[config.mk]
export PLATFORM = sky130hd
export DESIGN_NAME = cpx_handshake_top
export DESIGN_NICKNAME = d
export VERILOG_FILES = /design/src/rtl/cpx_pkg.sv /design/src/rtl/cpx_seq.sv /design/src/rtl/cpx_responder.sv /design/src/rtl/cpx_handshake_top.sv
export SDC_FILE = /design/constraint.sdc
export NUM_CORES = 1
export LEC_CHECK = 0
export BUFFER_PORTS_ARGS = -buffer_cell sky130_fd_sc_hd__buf_2
export CAP_MARGIN = 40
export CORE_ASPECT_RATIO = 1.1
export CORE_UTILIZATION = 36
export CTS_CLUSTER_DIAMETER = 120
export CTS_CLUSTER_SIZE = 40
export DETAILED_ROUTE_END_ITERATION = 7
export GPL_TIMING_DRIVEN = 0
export SETUP_SLACK_MARGIN = 0.05
export SLEW_MARGIN = 10
export SYNTH_ARGS = -nofsm -noshare
export SYNTH_HDL_FRONTEND = slang
export SYNTH_SLANG_ARGS = --single-unit
[constraint.sdc]
create_clock -name clk -period 5 [get_ports clk]
set_clock_uncertainty 0.15 [all_clocks]
set_input_delay 0.5 -clock clk [delete_from_list [all_inputs] [get_ports clk]]
set_output_delay 0.5 -clock clk [all_outputs]
set_load 0.1 [all_outputs]
[src/rtl/cpx_pkg.sv]
package cpx_pkg;

    typedef enum logic [1:0] {
        PH_IDLE = 2'd0,
        PH_WAIT = 2'd1,
        PH_XFER = 2'd2
    } phase_e;

    localparam int CLASS_BIT  = 27;
    localparam int LOAD_BIT   = 20;
    localparam int NUM_LSB    = 8;
    localparam int NUM_W      = 4;

    function automatic logic is_transfer(input logic [31:0] ins);
        return ins[27:25] == 3'b110;
    endfunction

endpackage

[src/rtl/cpx_seq.sv]
module cpx_seq
    import cpx_pkg::*;
#(
    parameter int ADDR_W    = 32,
    parameter int MAX_WORDS = 16
) (
    input  logic              clk,
    input  logic              rst_n,
    input  logic              issue_valid,
    input  logic [31:0]       issue_instr,
    input  logic [ADDR_W-1:0] issue_base,
    input  logic              irq_pend,
    input  logic              line_cpa,
    input  logic              line_cpb,
    output logic              cpi_n,
    output logic              ready,
    output logic              in_xfer,
    output logic              f_cls,
    output logic              f_xfer,
    output logic [NUM_W-1:0]  f_num,
    output logic              xfer_valid,
    output logic              xfer_load,
    output logic [ADDR_W-1:0] xfer_addr,
    output logic              done,
    output logic              trap_undef,
    output logic              interrupted,
    output logic              proto_err
);

    localparam int WC_W = $clog2(MAX_WORDS + 1);

    typedef struct packed {
        phase_e            ph;
        logic              cls;
        logic              xfer;
        logic              load;
        logic [NUM_W-1:0]  num;
        logic [ADDR_W-1:0] addr;
        logic [WC_W-1:0]   wcnt;
        logic              done;
        logic              trap;
        logic              intr;
        logic              perr;
    } seq_t;

    seq_t st_d, st_q;
    logic cap_full;

    logic unused_fields;
    assign unused_fields = ^{issue_instr[31:28], issue_instr[24:21],
                             issue_instr[19:12], issue_instr[7:0]};

    assign cap_full = (st_q.wcnt == WC_W'(MAX_WORDS));

    always_comb begin
        st_d      = st_q;
        st_d.done = 1'b0;
        st_d.trap = 1'b0;
        st_d.intr = 1'b0;
        st_d.perr = 1'b0;
        unique case (st_q.ph)
            PH_IDLE: begin
                if (!line_cpa || !line_cpb) st_d.perr = 1'b1;
                if (issue_valid) begin
                    st_d.ph   = PH_WAIT;
                    st_d.cls  = issue_instr[CLASS_BIT];
                    st_d.xfer = is_transfer(issue_instr);
                    st_d.load = issue_instr[LOAD_BIT];
                    st_d.num  = issue_instr[NUM_LSB +: NUM_W];
                    st_d.addr = issue_base;
                    st_d.wcnt = '0;
                end
            end
            PH_WAIT: begin
                unique case ({line_cpa, line_cpb})
                    2'b11: begin
                        st_d.trap = 1'b1;
                        st_d.ph   = PH_IDLE;
                    end
                    2'b01: begin
                        if (irq_pend) begin
                            st_d.intr = 1'b1;
                            st_d.ph   = PH_IDLE;
                        end
                    end
                    2'b00: begin
                        if (st_q.xfer) begin
                            st_d.ph = PH_XFER;
                        end else begin
                            st_d.done = 1'b1;
                            st_d.ph   = PH_IDLE;
                        end
                    end
                    default: begin
                        st_d.perr = 1'b1;
                        st_d.ph   = PH_IDLE;
                    end
                endcase
            end
            PH_XFER: begin
                unique case ({line_cpa, line_cpb})
                    2'b11: begin
                        st_d.done = 1'b1;
                        st_d.ph   = PH_IDLE;
                    end
                    2'b00: begin
                        if (cap_full) begin
                            st_d.perr = 1'b1;
                            st_d.ph   = PH_IDLE;
                        end else begin
                            st_d.addr = st_q.addr + ADDR_W'(4);
                            st_d.wcnt = st_q.wcnt + WC_W'(1);
                        end
                    end
                    default: begin
                        st_d.perr = 1'b1;
                        st_d.ph   = PH_IDLE;
                    end
                endcase
            end
            default: st_d.ph = PH_IDLE;
        endcase
    end

    always_ff @(posedge clk or negedge rst_n) begin
        if (!rst_n) begin
            st_q    <= '0;
            st_q.ph <= PH_IDLE;
        end else begin
            st_q <= st_d;
        end
    end

    assign ready       = (st_q.ph == PH_IDLE);
    assign cpi_n       = (st_q.ph == PH_IDLE);
    assign in_xfer     = (st_q.ph == PH_XFER);
    assign f_cls       = st_q.cls;
    assign f_xfer      = st_q.xfer;
    assign f_num       = st_q.num;
    assign xfer_valid  = in_xfer && !line_cpa && !line_cpb && !cap_full;
    assign xfer_load   = st_q.load;
    assign xfer_addr   = st_q.addr;
    assign done        = st_q.done;
    assign trap_undef  = st_q.trap;
    assign interrupted = st_q.intr;
    assign proto_err   = st_q.perr;

endmodule

[src/rtl/cpx_responder.sv]
module cpx_responder
    import cpx_pkg::*;
#(
    parameter int COP_ID = 5,
    parameter int CNT_W  = 6
) (
    input  logic             clk,
    input  logic             rst_n,
    input  logic             cpi_n,
    input  logic             f_cls,
    input  logic             f_xfer,
    input  logic [NUM_W-1:0] f_num,
    input  logic [CNT_W-1:0] busy_cycles,
    input  logic [CNT_W-1:0] xfer_words,
    output logic             rsp_cpa,
    output logic             rsp_cpb
);

    localparam int TW = CNT_W + 2;

    logic [TW-1:0] cnt_d, cnt_q;
    logic [TW-1:0] lim_busy, lim_word;
    logic          match;

    assign match    = !cpi_n && f_cls && (f_num == NUM_W'(COP_ID));
    assign lim_busy = TW'(busy_cycles);
    assign lim_word = lim_busy + (f_xfer ? TW'(xfer_words) : '0);

    always_comb begin
        if (!match)            cnt_d = '0;
        else if (&cnt_q)       cnt_d = cnt_q;
        else                   cnt_d = cnt_q + TW'(1);

        if (!match) begin
            rsp_cpa = 1'b1;
            rsp_cpb = 1'b1;
        end else if (cnt_q < lim_busy) begin
            rsp_cpa = 1'b0;
            rsp_cpb = 1'b1;
        end else if (cnt_q <= lim_word) begin
            rsp_cpa = 1'b0;
            rsp_cpb = 1'b0;
        end else begin
            rsp_cpa = 1'b1;
            rsp_cpb = 1'b1;
        end
    end

    always_ff @(posedge clk or negedge rst_n) begin
        if (!rst_n) cnt_q <= '0;
        else        cnt_q <= cnt_d;
    end

endmodule

[src/rtl/cpx_handshake_top.sv]
module cpx_handshake_top
    import cpx_pkg::*;
#(
    parameter int ADDR_W    = 32,
    parameter int MAX_WORDS = 16,
    parameter int CNT_W     = 6,
    parameter int COP_ID    = 5
) (
    input  logic              clk,
    input  logic              rst_n,
    input  logic              issue_valid,
    input  logic [31:0]       issue_instr,
    input  logic [ADDR_W-1:0] issue_base,
    input  logic              irq_pend,
    input  logic              ext_cpa,
    input  logic              ext_cpb,
    input  logic [CNT_W-1:0]  rsp_busy_cycles,
    input  logic [CNT_W-1:0]  rsp_words,
    output logic              ready,
    output logic              cpi_n,
    output logic              xfer_valid,
    output logic              xfer_load,
    output logic [ADDR_W-1:0] xfer_addr,
    output logic              done,
    output logic              trap_undef,
    output logic              interrupted,
    output logic              proto_err
);

    logic             line_cpa, line_cpb;
    logic             rsp_cpa, rsp_cpb;
    logic             in_xfer;
    logic             f_cls, f_xfer;
    logic [NUM_W-1:0] f_num;

    assign line_cpa = ext_cpa & rsp_cpa;
    assign line_cpb = ext_cpb & rsp_cpb;

    cpx_seq #(
        .ADDR_W    (ADDR_W),
        .MAX_WORDS (MAX_WORDS)
    ) u_seq (
        .clk         (clk),
        .rst_n       (rst_n),
        .issue_valid (issue_valid),
        .issue_instr (issue_instr),
        .issue_base  (issue_base),
        .irq_pend    (irq_pend),
        .line_cpa    (line_cpa),
        .line_cpb    (line_cpb),
        .cpi_n       (cpi_n),
        .ready       (ready),
        .in_xfer     (in_xfer),
        .f_cls       (f_cls),
        .f_xfer      (f_xfer),
        .f_num       (f_num),
        .xfer_valid  (xfer_valid),
        .xfer_load   (xfer_load),
        .xfer_addr   (xfer_addr),
        .done        (done),
        .trap_undef  (trap_undef),
        .interrupted (interrupted),
        .proto_err   (proto_err)
    );

    cpx_responder #(
        .COP_ID (COP_ID),
        .CNT_W  (CNT_W)
    ) u_rsp (
        .clk         (clk),
        .rst_n       (rst_n),
        .cpi_n       (cpi_n),
        .f_cls       (f_cls),
        .f_xfer      (f_xfer),
        .f_num       (f_num),
        .busy_cycles (rsp_busy_cycles),
        .xfer_words  (rsp_words),
        .rsp_cpa     (rsp_cpa),
        .rsp_cpb     (rsp_cpb)
    );

endmodule

==> impl_results.md, run 1 <==
- Outcome: completed
- Upper clock frequency limit: 0.220 GHz
- Worst hold path type: in2async
- First-pass GRT wire length: just under 20 mm
- Post-CTS Setup Inserts: 0
- YS warnings: 0
- Seq/Total Area, Yosys: 34.9%
- Top post-synthesis cells by area: dfrtp_1 35%, ha_1 7.8%, buf_4 6.0%
- CTS tree: built
- Worst setup SP type: flip-flop
- Avg Cell Area, Syn: between 8 and 9 µm²
- Tcrit/Tclk final: 90.9%
- Setup TNS: 0 ns
- Crit path kind: reg2out
- Via density: around 5.4
- WL final: 11.8 mm
- Final Hold Fails: 0
- Flops & latches, synth: 58
- Via count: 4025
- RSZ-0062 raised after global routing: false
- Syn Std Cell Area: 0.00416 mm²
- Io pins: 122
- Post-synth EDFFs: 0
- Relative slew slack: 48.7%
- # DRC: 0
- Mux contribution to synthesized area: 2.35%
- Clk buf depth: 2
- Largest net degree at the start of global routing: 59
- Dpl hpwl: 8.53 mm
- Die Wd: around 100 µm
- Clock Sinks: 58
- Total grt overflow: 0
- Final cell count without fillers: 741
- Yosys top cell area share: 34.9%
- Commonest cells post-synth: 58 x dfrtp_1, 46 x a21oi_1, 45 x nand2_1
- Port bufs: 95
- Minimum clock period: ~4.5 ns
- Cts repair resizes: 0
- Worst-path clk slew: 0.05 ns
- Final design utilization: 46.0%
- Nets@finish: 700
- Area growth syn-to-layout: 22.9%
- Vias in the first global route: 3905
- Drt wl/cell: 16.0 µm
- Pins over their slew limit: 0
- Worst Path Required: 4.35 ns
- Most frequent cell after synthesis: dfrtp_1
- Share of cells above drive strength 1: between 20% and 30%
- Post-route cell area: 0.00512 mm²
- CP Data Arrival Time: 3.90 ns
- GRT Util Overall: around a fifth
- TritonCTS buffer count: 9
- Max_cap viols: 0
- Die height: roughly 110 µm
- Synth area leader: dfrtp_1
- Largest family of logic cells by synthesized area: compound AO/OA/AOI/OAI gates
- Slew @ Worst Pin: 0.769 ns
- Cts hold-fix bufs: 0
- Die area: 0.0120 mm²
- Placed inst area: 0.00482 mm²
- Critical Path Fanout Max: 9
- Initial DRT Pass Iterations: 5
- Post-synthesis cell count: 485
- Skew-Pair Late Insertion Delay: between 0.3 and 0.4 ns
- ANT nets after route: 0
- Predominant post-synthesis flop cell: dfrtp_1
- Synthesized net count: between 500 and 600
- LEAKAGE: approximately 0.0024 µW
- RD Place Congestion: 0.887
- Root Buffer: clkbuf_16
- Htree depth: 3
- Core Rows: 40
- Initial core utilization: 37.5%
- Netlist cell types: 63
- Maximum vdd drop: 0.498 mV
- Synth Area in Compound Gates: 22.6%
- Power per cell area: 672 mW/mm²
- CORE AREA: 0.0111 mm²
- # setup viols final: 0
- Initial antenna violation count: 0
- Inst Count DP: 727
- Worst setup EP type: primary output
- Synth Area in Simple Gates: 19.8%
- Xor/xnor share of the synthesized area: under 10%
- Synth Area in Adders: 8.30%
- Ys async rst share: 100%
- ANT cells: 0
- Detailed Route Iter0 Violations: roughly 230
- Power, Total: approximately 3400 µW
[layer usage]
layer	GRT usage, %	share of wire [%]
met4	7.05	1.4
met5	0	0
met2	35.7	49
met1	26.0	43
met3	3.17	6.4
[critical path, stage by stage, from the launching register on]
cell and delay (ns):
dfrtp_1 0.50, and2_1 0.18, ha_1 0.16, inv_1 0.05, fa_1 0.39, inv_1 0.07
a21oi_1 0.05, o21bai_1 0.23, a21o_1 0.15, a21oi_1 0.07, ha_1 0.29, nand4b_1 0.14
nor2_1 0.18, o21ai_1 0.13, nor2_1 0.28, a21bo_2 0.25, buf_2 0.44
[cell families (layout without fill, tap and decap cells)]
group | after synthesis | count (layout)
compound gates | 140 | 140
xor+xnor | 8 | 8
fa+ha+maj | 27 | 27
buf+inv | 78 | 187
flops | 58 | 58
mux | 9 | 9
simple gates | 165 | 165
[final cells by class]
class                      instances  area, µm²
fill                            1103       5990
multi-input combinational        349       2280
sequential                        58       1450
timing repair buffer              95        478
buffer                            57        352
clock buffer                      11        253
tap                              147        184
inverter                          21       78.8
clock inverter                     3       40.0
[sequential cells by signal, indices dropped and copies added (netlist names)]
name and flops:
u_rsp.cnt_q 8, u_seq.done 1, u_seq.f_cls 1, u_seq.f_num 4
u_seq.f_xfer 1, u_seq.interrupted 1, u_seq.proto_err 1, u_seq.st_q 7
u_seq.trap_undef 1, u_seq.xfer_addr 32, u_seq.xfer_load 1
[placed cells by master, fill, tap and decap left out, types with 3 or more instances in the layout]
master	synthesis	routed
and4_1	3	3
nand2_1	45	45
buf_2	5	99
a21o_1	5	5
o22a_1	7	7
dfrtp_1	58	58
nand3b_1	3	3
nor3_1	6	6
buf_4	33	34
mux2_2	6	6
ha_1	26	26
nor4_1	4	4
clkbuf_16	0	9
a21oi_1	46	46
a31o_2	4	4
a221oi_1	6	6
a2bb2oi_1	3	3
mux2i_1	3	3
or3_1	3	3
nor2_1	42	42
clkbuf_1	18	18
a211oi_1	5	5
o21a_1	3	3
o21ai_0	19	19
and3_1	8	8
xnor2_1	3	3
and2_1	8	8
nand3_1	19	19
nand4_1	10	10
xor2_1	5	5
a31oi_1	13	13
nor2b_1	3	3
inv_1	21	21
[worst paths after layout]
path                                 start                   to  slack (ns)  depth (start not counted)
max                           u_seq.f_xfer           xfer_valid        0.45                         16
min                                  rst_n  u_seq.xfer_addr[21]        0.09                          1
max reg2reg                   u_seq.f_xfer  u_seq.xfer_addr[10]        0.86                         17
min reg2reg                 u_seq.f_num[1]       u_seq.f_num[1]        0.34                          1
max in group asynchronous            rst_n  u_seq.xfer_addr[26]        4.08                          1
min in group clk           issue_instr[25]         u_seq.f_xfer        0.21                          2
[where the power goes]
group | internal, µW | switching [µW] | total, µW
Sequential | 637 | 191 | 828
Combinational | 494 | 1500 | 2000
Clock | 405 | 207 | 612
Total | 1540 | 1900 | 3440
[through the flow]
| step | setup slack, ns | hold WS [ns] |
|---|---|---|
| 6_report | 0.454 | 0.0884 |
| 3_5_place_dp | 0.747 | 0.332 |
| 2_1_floorplan | 1.21 | 0.0544 |
| 4_1_cts | 0.419 | 0.137 |
| 5_1_grt | 0.152 | 0.189 |
| 3_3_place_gp | 0.767 | 0.318 |
No activity file was read; power rests on OpenSTA's default activity.
==> run 2, diff against run 1 <==
GPL_TIMING_DRIVEN = not set   (was 0)
==> run 2 against run 1 <==
Fmax about the same. Register-to-register slack worse by 0.05 ns. Sequential power down 1%. Combinational power down 11%. Via count down 6.2%. Final cell count down 6.2%. Core utilization down 2.4 points. Sequential share of layout area up 1.6 points. First-iteration DRC count down 50%. Critical path type unchanged. Critical endpoint unchanged.
==> impl_results.md, run 2 (synthesis gave the netlist of run 1 again) <==
- Worst hold path type: in2async (unchanged)
- CP Data Arrival Time: 3.90 ns (about the same)
- Tcrit/Tclk final: 91.0% (was 90.9%)
- Gr busiest metal: met2 (unchanged)
- Htree depth: 3 (unchanged)
- Final Hold Fails: 0 (unchanged)
- RD Place Congestion: 0.791 (was 0.887)
- Io pins: 122 (unchanged)
- Detailed Route Iter0 Violations: 114 (was 226)
- Die area: 0.0120 mm² (unchanged)
- Most frequent cells in the layout: 97 x buf_2, 58 x dfrtp_1, 46 x a21oi_1 (was 99 x buf_2, 58 x dfrtp_1, 46 x a21oi_1)
- ANT cells: 0 (unchanged)
- Critical Path Fanout Max: 9 (unchanged)
- Worst r2r path cells: 18 (was 17)
- Worst-path clk slew: 0.05 ns (about the same)
- Clock Sinks: 58 (unchanged)
- Total grt overflow: 0 (unchanged)
- CP peak stage delay: 0.48 ns (was 0.50 ns)
- Initial antenna violation count: 0 (unchanged)
- Root Buffer: clkbuf_16 (unchanged)
- LEAKAGE: 0.00225 µW (was 0.00241 µW)
- Crit path launch: u_seq.f_xfer (unchanged)
- Die Wd: 105 µm (unchanged)
- Max_cap viols: 0 (unchanged)
- Upper clock frequency limit: 0.220 GHz (about the same)
- Outcome: completed (unchanged)
- Buf/Inv on CP: 2 (was 3)
- Worst setup SP type: flip-flop (unchanged)
- Reg area: 0.00145 mm² (unchanged)
- Initial DRT Pass Iterations: 4 (was 5)
- Crit path cell chain: nand2_1 > inv_1 > ha_1 > a21o_1 > a21oi_1 > o21bai_1 > a21oi_1 > xor2_1 > ha_1 > a21o_1 > a211oi_1 > o21ai_1 > nor2_1 > a21bo_2 > buf_2 (was and2_1 > ha_1 > inv_1 > fa_1 > inv_1 > a21oi_1 > o21bai_1 > a21o_1 > a21oi_1 > ha_1 > nand4b_1 > nor2_1 > o21ai_1 > nor2_1 > a21bo_2 > buf_2)
- ANT nets after route: 0 (unchanged)
- WL final: 10.5 mm (was 11.8 mm)
- Largest net degree at the start of global routing: 62 (was 59)
- Nets@finish: 652 (was 700)
- Clk buf depth: 2 (unchanged)
- Pins over their slew limit: 0 (unchanged)
- Initial core utilization: 37.5% (unchanged)
- Skew-Pair Late Insertion Delay: 0.33 ns (was 0.32 ns)
- Relative slew slack: 48.5% (was 48.7%)
- Power, Total: 3240 µW (was 3440 µW)
- Crit path kind: reg2out (unchanged)
- CTS tree: built (unchanged)
- Area growth syn-to-layout: 16.6% (was 22.9%)
- TritonCTS buffer count: 9 (unchanged)
- CP max stage cell: dfrtp_1 (unchanged)
- Cts repair resizes: 0 (unchanged)
- Dpl hpwl: 7.61 mm (was 8.53 mm)
- FILL cells: 1169 (was 1103)
- Max reg flops: 32 (unchanged)
- Most common library cell in the layout ignoring fill and taps: buf_2 (unchanged)
- Vias in the first global route: 3650 (was 3905)
- Worst r2r src: u_seq.f_xfer (unchanged)
- Post-route cell area: 0.00485 mm² (was 0.00512 mm²)
- Die height: 115 µm (unchanged)
- Cts hold-fix bufs: 0 (unchanged)
- Placed inst area: 0.00455 mm² (was 0.00482 mm²)
- Port bufs: 97 (was 95)
- Via count: 3775 (was 4025)
- # setup viols final: 0 (unchanged)
- Share of cells above drive strength 1: 25.4% (was 27.8%)
- Post-CTS Setup Inserts: 0 (unchanged)
- CORE AREA: 0.0111 mm² (unchanged)
- Setup slack, reg-to-reg: 0.81 ns (was 0.86 ns)
- Setup TNS: 0 ns (unchanged)
- First-pass GRT wire length: 17.3 mm (was 19.4 mm)
- Met3 Usage GRT: 4.59% (was 3.17%)
- Maximum vdd drop: 0.426 mV (was 0.498 mV)
- Worst setup EP type: primary output (unchanged)
- Minimum clock period: 4.55 ns (about the same)
- Met1 global-route usage: 21.8% (was 26.0%)
- # DRC: 0 (unchanged)
- R2r endpoint: u_seq.xfer_addr[17] (was u_seq.xfer_addr[10])
- Worst Path Required: 4.35 ns (about the same)
- Power per cell area: 667 mW/mm² (was 672 mW/mm²)
- Critical path's top delay family: compound AO/OA/AOI/OAI gates (unchanged)
- Slew @ Worst Pin: 0.773 ns (was 0.769 ns)
- Core Rows: 40 (unchanged)
- Met2 Use GR: 31.6% (was 35.7%)
- RSZ-0062 raised after global routing: false (unchanged)
- Drt wl/cell: 15.1 µm (was 16.0 µm)
- GRT Util Overall: 18.2% (was 20.5%)
- Via density: 5.43 (about the same)
- Area of the multi-input gates: 0.00229 mm² (was 0.00228 mm²)
run 2: changes by cell type in the layout (fill, tap and decap cells not counted), sizes merged:
cell and change:
buf -30, clkinvlp +1, clkinv +1, clkbuf -18
run 2: stage by stage:
stage	utilization [%]	std cells	setup WS, ns	hold slack (ns)
global placement	40.8	678	0.786	0.311
finish	43.7	695	0.450	0.171
CTS	43.7	695	0.435	0.184
global route	43.7	695	0.110	0.204
floorplan	-	485	1.21	0.0544
detailed placement	40.9	679	0.749	0.332
run 2: layer usage:
metal  routed length, µm  part of all wire (%)
met4                 199                   1.9
met1                4680                    45
met3                 469                   4.5
met2                5130                    49
met5                   0                     0
run 2: area by class of cell:
type	count	area share (%)
inverter	21	1.62
sequential	58	29.9
multi-input combinational	349	47.1
timing repair buffer	104	11.2
clock buffer	11	5.21
tap	147	3.79
clock inverter	5	1.08
run 2: worst reg2reg max path, delay by kind of cell, from the launching register on:
kind | cells | cell delay (ns)
flops | 1 | 0.50
compound gates | 7 | 1.52
simple gates | 5 | 0.61
buf+inv | 3 | 0.44
fa+ha+maj | 3 | 0.85
run 2: worst max-delay path by stage:
| stage | slack (ns) | to | cells past startpoint |
|---|---|---|---|
| 2_1_floorplan | 1.21 | xfer_valid | 14 |
| 3_3_place_gp | 0.79 | xfer_valid | 16 |
| 3_5_place_dp | 0.75 | xfer_valid | 16 |
| 4_1_cts | 0.44 | xfer_valid | 15 |
| 5_1_grt | 0.11 | xfer_valid | 15 |
| 6_report | 0.45 | xfer_valid | 15 |
run 2: power breakdown:
part / leakage (µW) / internal (µW) / switching [µW] / total (µW)
logic: 0.00137 / 339 / 1450 / 1790
registers: 0.000727 / 637 / 181 / 818
clock network: 0.000151 / 410 / 222 / 632
==> run 3, diff against run 2 <==
ABC_AREA = 1   (was not set)
==> run 3 against run 2 <==
Routed wire length up 7.8%. Die area up 9.2%. Power down 14%. Count of clock-buffer cells in the layout unchanged. Sequential power down 12%. Sequential share of layout area down 2.0 points. Area after synthesis up 9.4%. Synthesized cell count up 28%. Core utilization down 0.95 points. Critical path type unchanged. Critical endpoint unchanged.
==> impl_results.md, run 3 <==
- # DRC: 0 (unchanged)
- Avg Cell Area, Syn: 7.34 µm² (was 8.58 µm²)
- GRT Util Overall: 18.3% (was 18.2%)
- Syn Std Cell Area: 0.00455 mm² (was 0.00416 mm²)
- Post-synthesis cell count: 620 (was 485)
- Netlist cell types: 42 (was 63)
- LEAKAGE: 0.00270 µW (was 0.00225 µW)
- First-pass GRT wire length: 18.7 mm (was 17.3 mm)
- FILL cells: 1272 (was 1169)
- Seq/Total Area, Yosys: 31.9% (was 34.9%)
- Worst r2r src: u_seq.f_xfer (unchanged)
- Pins over their slew limit: 0 (unchanged)
- Worst-path clk slew: 0.06 ns (was 0.05 ns)
- Largest net degree at the start of global routing: 59 (was 62)
- Cts hold-fix bufs: 0 (unchanged)
- Skew-Pair Late Insertion Delay: 0.34 ns (was 0.33 ns)
- Most frequent cells in the layout: 186 x nand2_1, 97 x buf_2, 78 x inv_1 (was 97 x buf_2, 58 x dfrtp_1, 46 x a21oi_1)
- Max_cap viols: 0 (unchanged)
- Predominant post-synthesis flop cell: dfrtp_1 (unchanged)
- Synthesized net count: 729 (was 594)
- Worst hold path type: in2async (unchanged)
- Post-CTS Setup Inserts: 0 (unchanged)
- Initial antenna violation count: 0 (unchanged)
- TritonCTS buffer count: 9 (unchanged)
- Most common library cell in the layout ignoring fill and taps: nand2_1 (was buf_2)
- Initial core utilization: 37.3% (was 37.5%)
- # setup viols final: 0 (unchanged)
- ANT nets after route: 0 (unchanged)
- Flops & latches, synth: 58 (unchanged)
- Detailed Route Iter0 Violations: 182 (was 114)
- Clk buf depth: 2 (unchanged)
- Crit path kind: reg2out (unchanged)
- YS warnings: 0 (unchanged)
- Combinational share of power: 51.9% (was 55.2%)
- R2r endpoint: u_seq.xfer_addr[6] (was u_seq.xfer_addr[17])
- Io pins: 122 (unchanged)
- Relative slew slack: 48.9% (was 48.5%)
- Tcrit/Tclk final: 89.8% (was 91.0%)
- Clock power share: 22.2% (was 19.5%)
- Sequential power share: 25.9% (was 25.3%)
- Power per cell area: 534 mW/mm² (was 667 mW/mm²)
- Die height: 120 µm (was 115 µm)
- Root Buffer: clkbuf_16 (unchanged)
- Htree depth: 3 (unchanged)
- Die area: 0.0131 mm² (was 0.0120 mm²)
- Post-synth EDFFs: 0 (unchanged)
- Clock Sinks: 58 (unchanged)
- Ys async rst share: 100% (unchanged)
- Via count: 4096 (was 3775)
- Worst setup SP type: flip-flop (unchanged)
- ANT cells: 0 (unchanged)
- Drt wl/cell: 13.4 µm (was 15.1 µm)
- Critical Path Fanout Max: 8 (was 9)
- Switching pwr: 1540 µW (was 1850 µW)
- Minimum clock period: 4.49 ns (was 4.55 ns)
- Port bufs: 97 (unchanged)
- Synth area leader: dfrtp_1 (unchanged)
- Slew @ Worst Pin: 0.767 ns (was 0.773 ns)
- Dpl hpwl: 8.60 mm (was 7.61 mm)
- Final cell count without fillers: 843 (was 695)
- Worst setup EP type: primary output (unchanged)
- Core Rows: 42 (was 40)
- Inst Count DP: 827 (was 679)
- Internal power: 1240 µW (was 1390 µW)
- Final Hold Fails: 0 (unchanged)
- Via density: 4.86 (was 5.43)
- WL final: 11.3 mm (was 10.5 mm)
- Max reg flops: 32 (unchanged)
- Switching share of total power: 55.5% (was 57.2%)
- Die Wd: 109 µm (was 105 µm)
- Cts repair resizes: 0 (unchanged)
- Initial DRT Pass Iterations: 4 (unchanged)
- Commonest cells post-synth: 186 x nand2_1, 78 x inv_1, 58 x dfrtp_1 (was 58 x dfrtp_1, 46 x a21oi_1, 45 x nand2_1)
- Nets@finish: 793 (was 652)
- Most frequent cell after synthesis: nand2_1 (was dfrtp_1)
- Upper clock frequency limit: 0.223 GHz (was 0.220 GHz)
- Worst Path Required: 4.35 ns (about the same)
- Setup TNS: 0 ns (unchanged)
- CP Data Arrival Time: 3.84 ns (was 3.90 ns)
- Maximum vdd drop: 0.306 mV (was 0.426 mV)
- Outcome: completed (unchanged)
- Setup slack, reg-to-reg: 1.10 ns (was 0.81 ns)
- Top post-synthesis cells by area: dfrtp_1 32%, nand2_1 15%, ha_1 7.1% (was dfrtp_1 35%, ha_1 7.8%, buf_4 6.0%)
- Vias in the first global route: 3888 (was 3650)
- Yosys top cell area share: 31.9% (was 34.9%)
- CTS tree: built (unchanged)
- RSZ-0062 raised after global routing: false (unchanged)
- CORE AREA: 0.0122 mm² (was 0.0111 mm²)
- Worst r2r path cells: 22 (was 18)
- RD Place Congestion: 0.836 (was 0.791)
- Total grt overflow: 0 (unchanged)
- Area growth syn-to-layout: 14.4% (was 16.6%)
- Share of cells above drive strength 1: 23.1% (was 25.4%)
[run 3: how the worst max path moves through the flow]
stage | startpoint | end | slack (ns)
global placement | rsp_words[0] | xfer_valid | 0.83
floorplan | u_seq.f_xfer | xfer_valid | 1.10
global route | u_seq.f_xfer | xfer_valid | 0.15
detailed placement | rsp_words[0] | xfer_valid | 0.77
finish | u_seq.f_xfer | xfer_valid | 0.51
CTS | u_seq.f_xfer | xfer_valid | 0.42
[run 3: worst max-delay path, stage by stage, from the launching register on]
cell and delay, ns:
dfrtp_1 0.52, nand2_1 0.09, inv_1 0.06, ha_1 0.16, inv_1 0.06, fa_1 0.41
o21ai_0 0.31, nand2_1 0.08, nand2_1 0.07, a21oi_1 0.07, ha_1 0.27, inv_1 0.05
nor3_1 0.26, nand4_1 0.12, nand2_1 0.12, nand3_2 0.09, nand2_2 0.12, nand3b_1 0.15
inv_1 0.10, buf_2 0.42
[run 3: logic make-up (layout without fill, tap and decap cells)]
family	after synthesis	count (layout)	share of synthesized area [%]
xor gates and xnor gates	21	21	4.04
DFF	58	58	31.9
AOI/OAI and AO/OA	89	89	13.4
buffers and inverters	130	199	15.0
adders and majority gates	27	27	7.58
and+or+nand+nor	295	295	28.1
[run 3: area by class of cell]
type	instances	area, µm²	area share, %
Clock buffer	11	243	4.66
Clock inverter	5	53.8	1.03
Tap cell	154	193	3.70
Sequential cell	58	1450	27.9
Multi-Input combinational cell	432	2420	46.4
Inverter	83	320	6.15
Timing Repair Buffer	100	528	10.1
[run 3: through the flow]
step | worst slack, ns | util [%] | area [µm²] | total power [µW] | hold slack [ns]
after floorplan | 1.10 | - | 4550 | 2100 | 0.0544
after global placement | 0.826 | 40.1 | 4880 | 2150 | 0.311
after detailed placement | 0.769 | 40.3 | 4910 | 2170 | 0.310
after CTS | 0.424 | 42.7 | 5210 | 2800 | 0.202
after global routing | 0.152 | 42.7 | 5210 | 2920 | 0.232
final | 0.511 | 42.7 | 5210 | 2780 | 0.160
[run 3: layer usage]
metal / vias to the layer above / track usage, % / part of all wire, %
li1: 2099 / - / -
met2: 100 / 29.0 / 47
met5: - / 0 / 0
met3: 12 / 2.55 / 4.3
met1: 1885 / 25.4 / 47
met4: 0 / 6.42 / 1.4
[run 3: power by group through the flow]
stage / clock network (µW) / logic [µW] / registers (µW)
floorplan: 0 / 1350 / 745
global placement: 0 / 1430 / 725
detailed placement: 0 / 1450 / 727
CTS: 629 / 1450 / 721
global route: 648 / 1530 / 742
finish: 618 / 1440 / 721
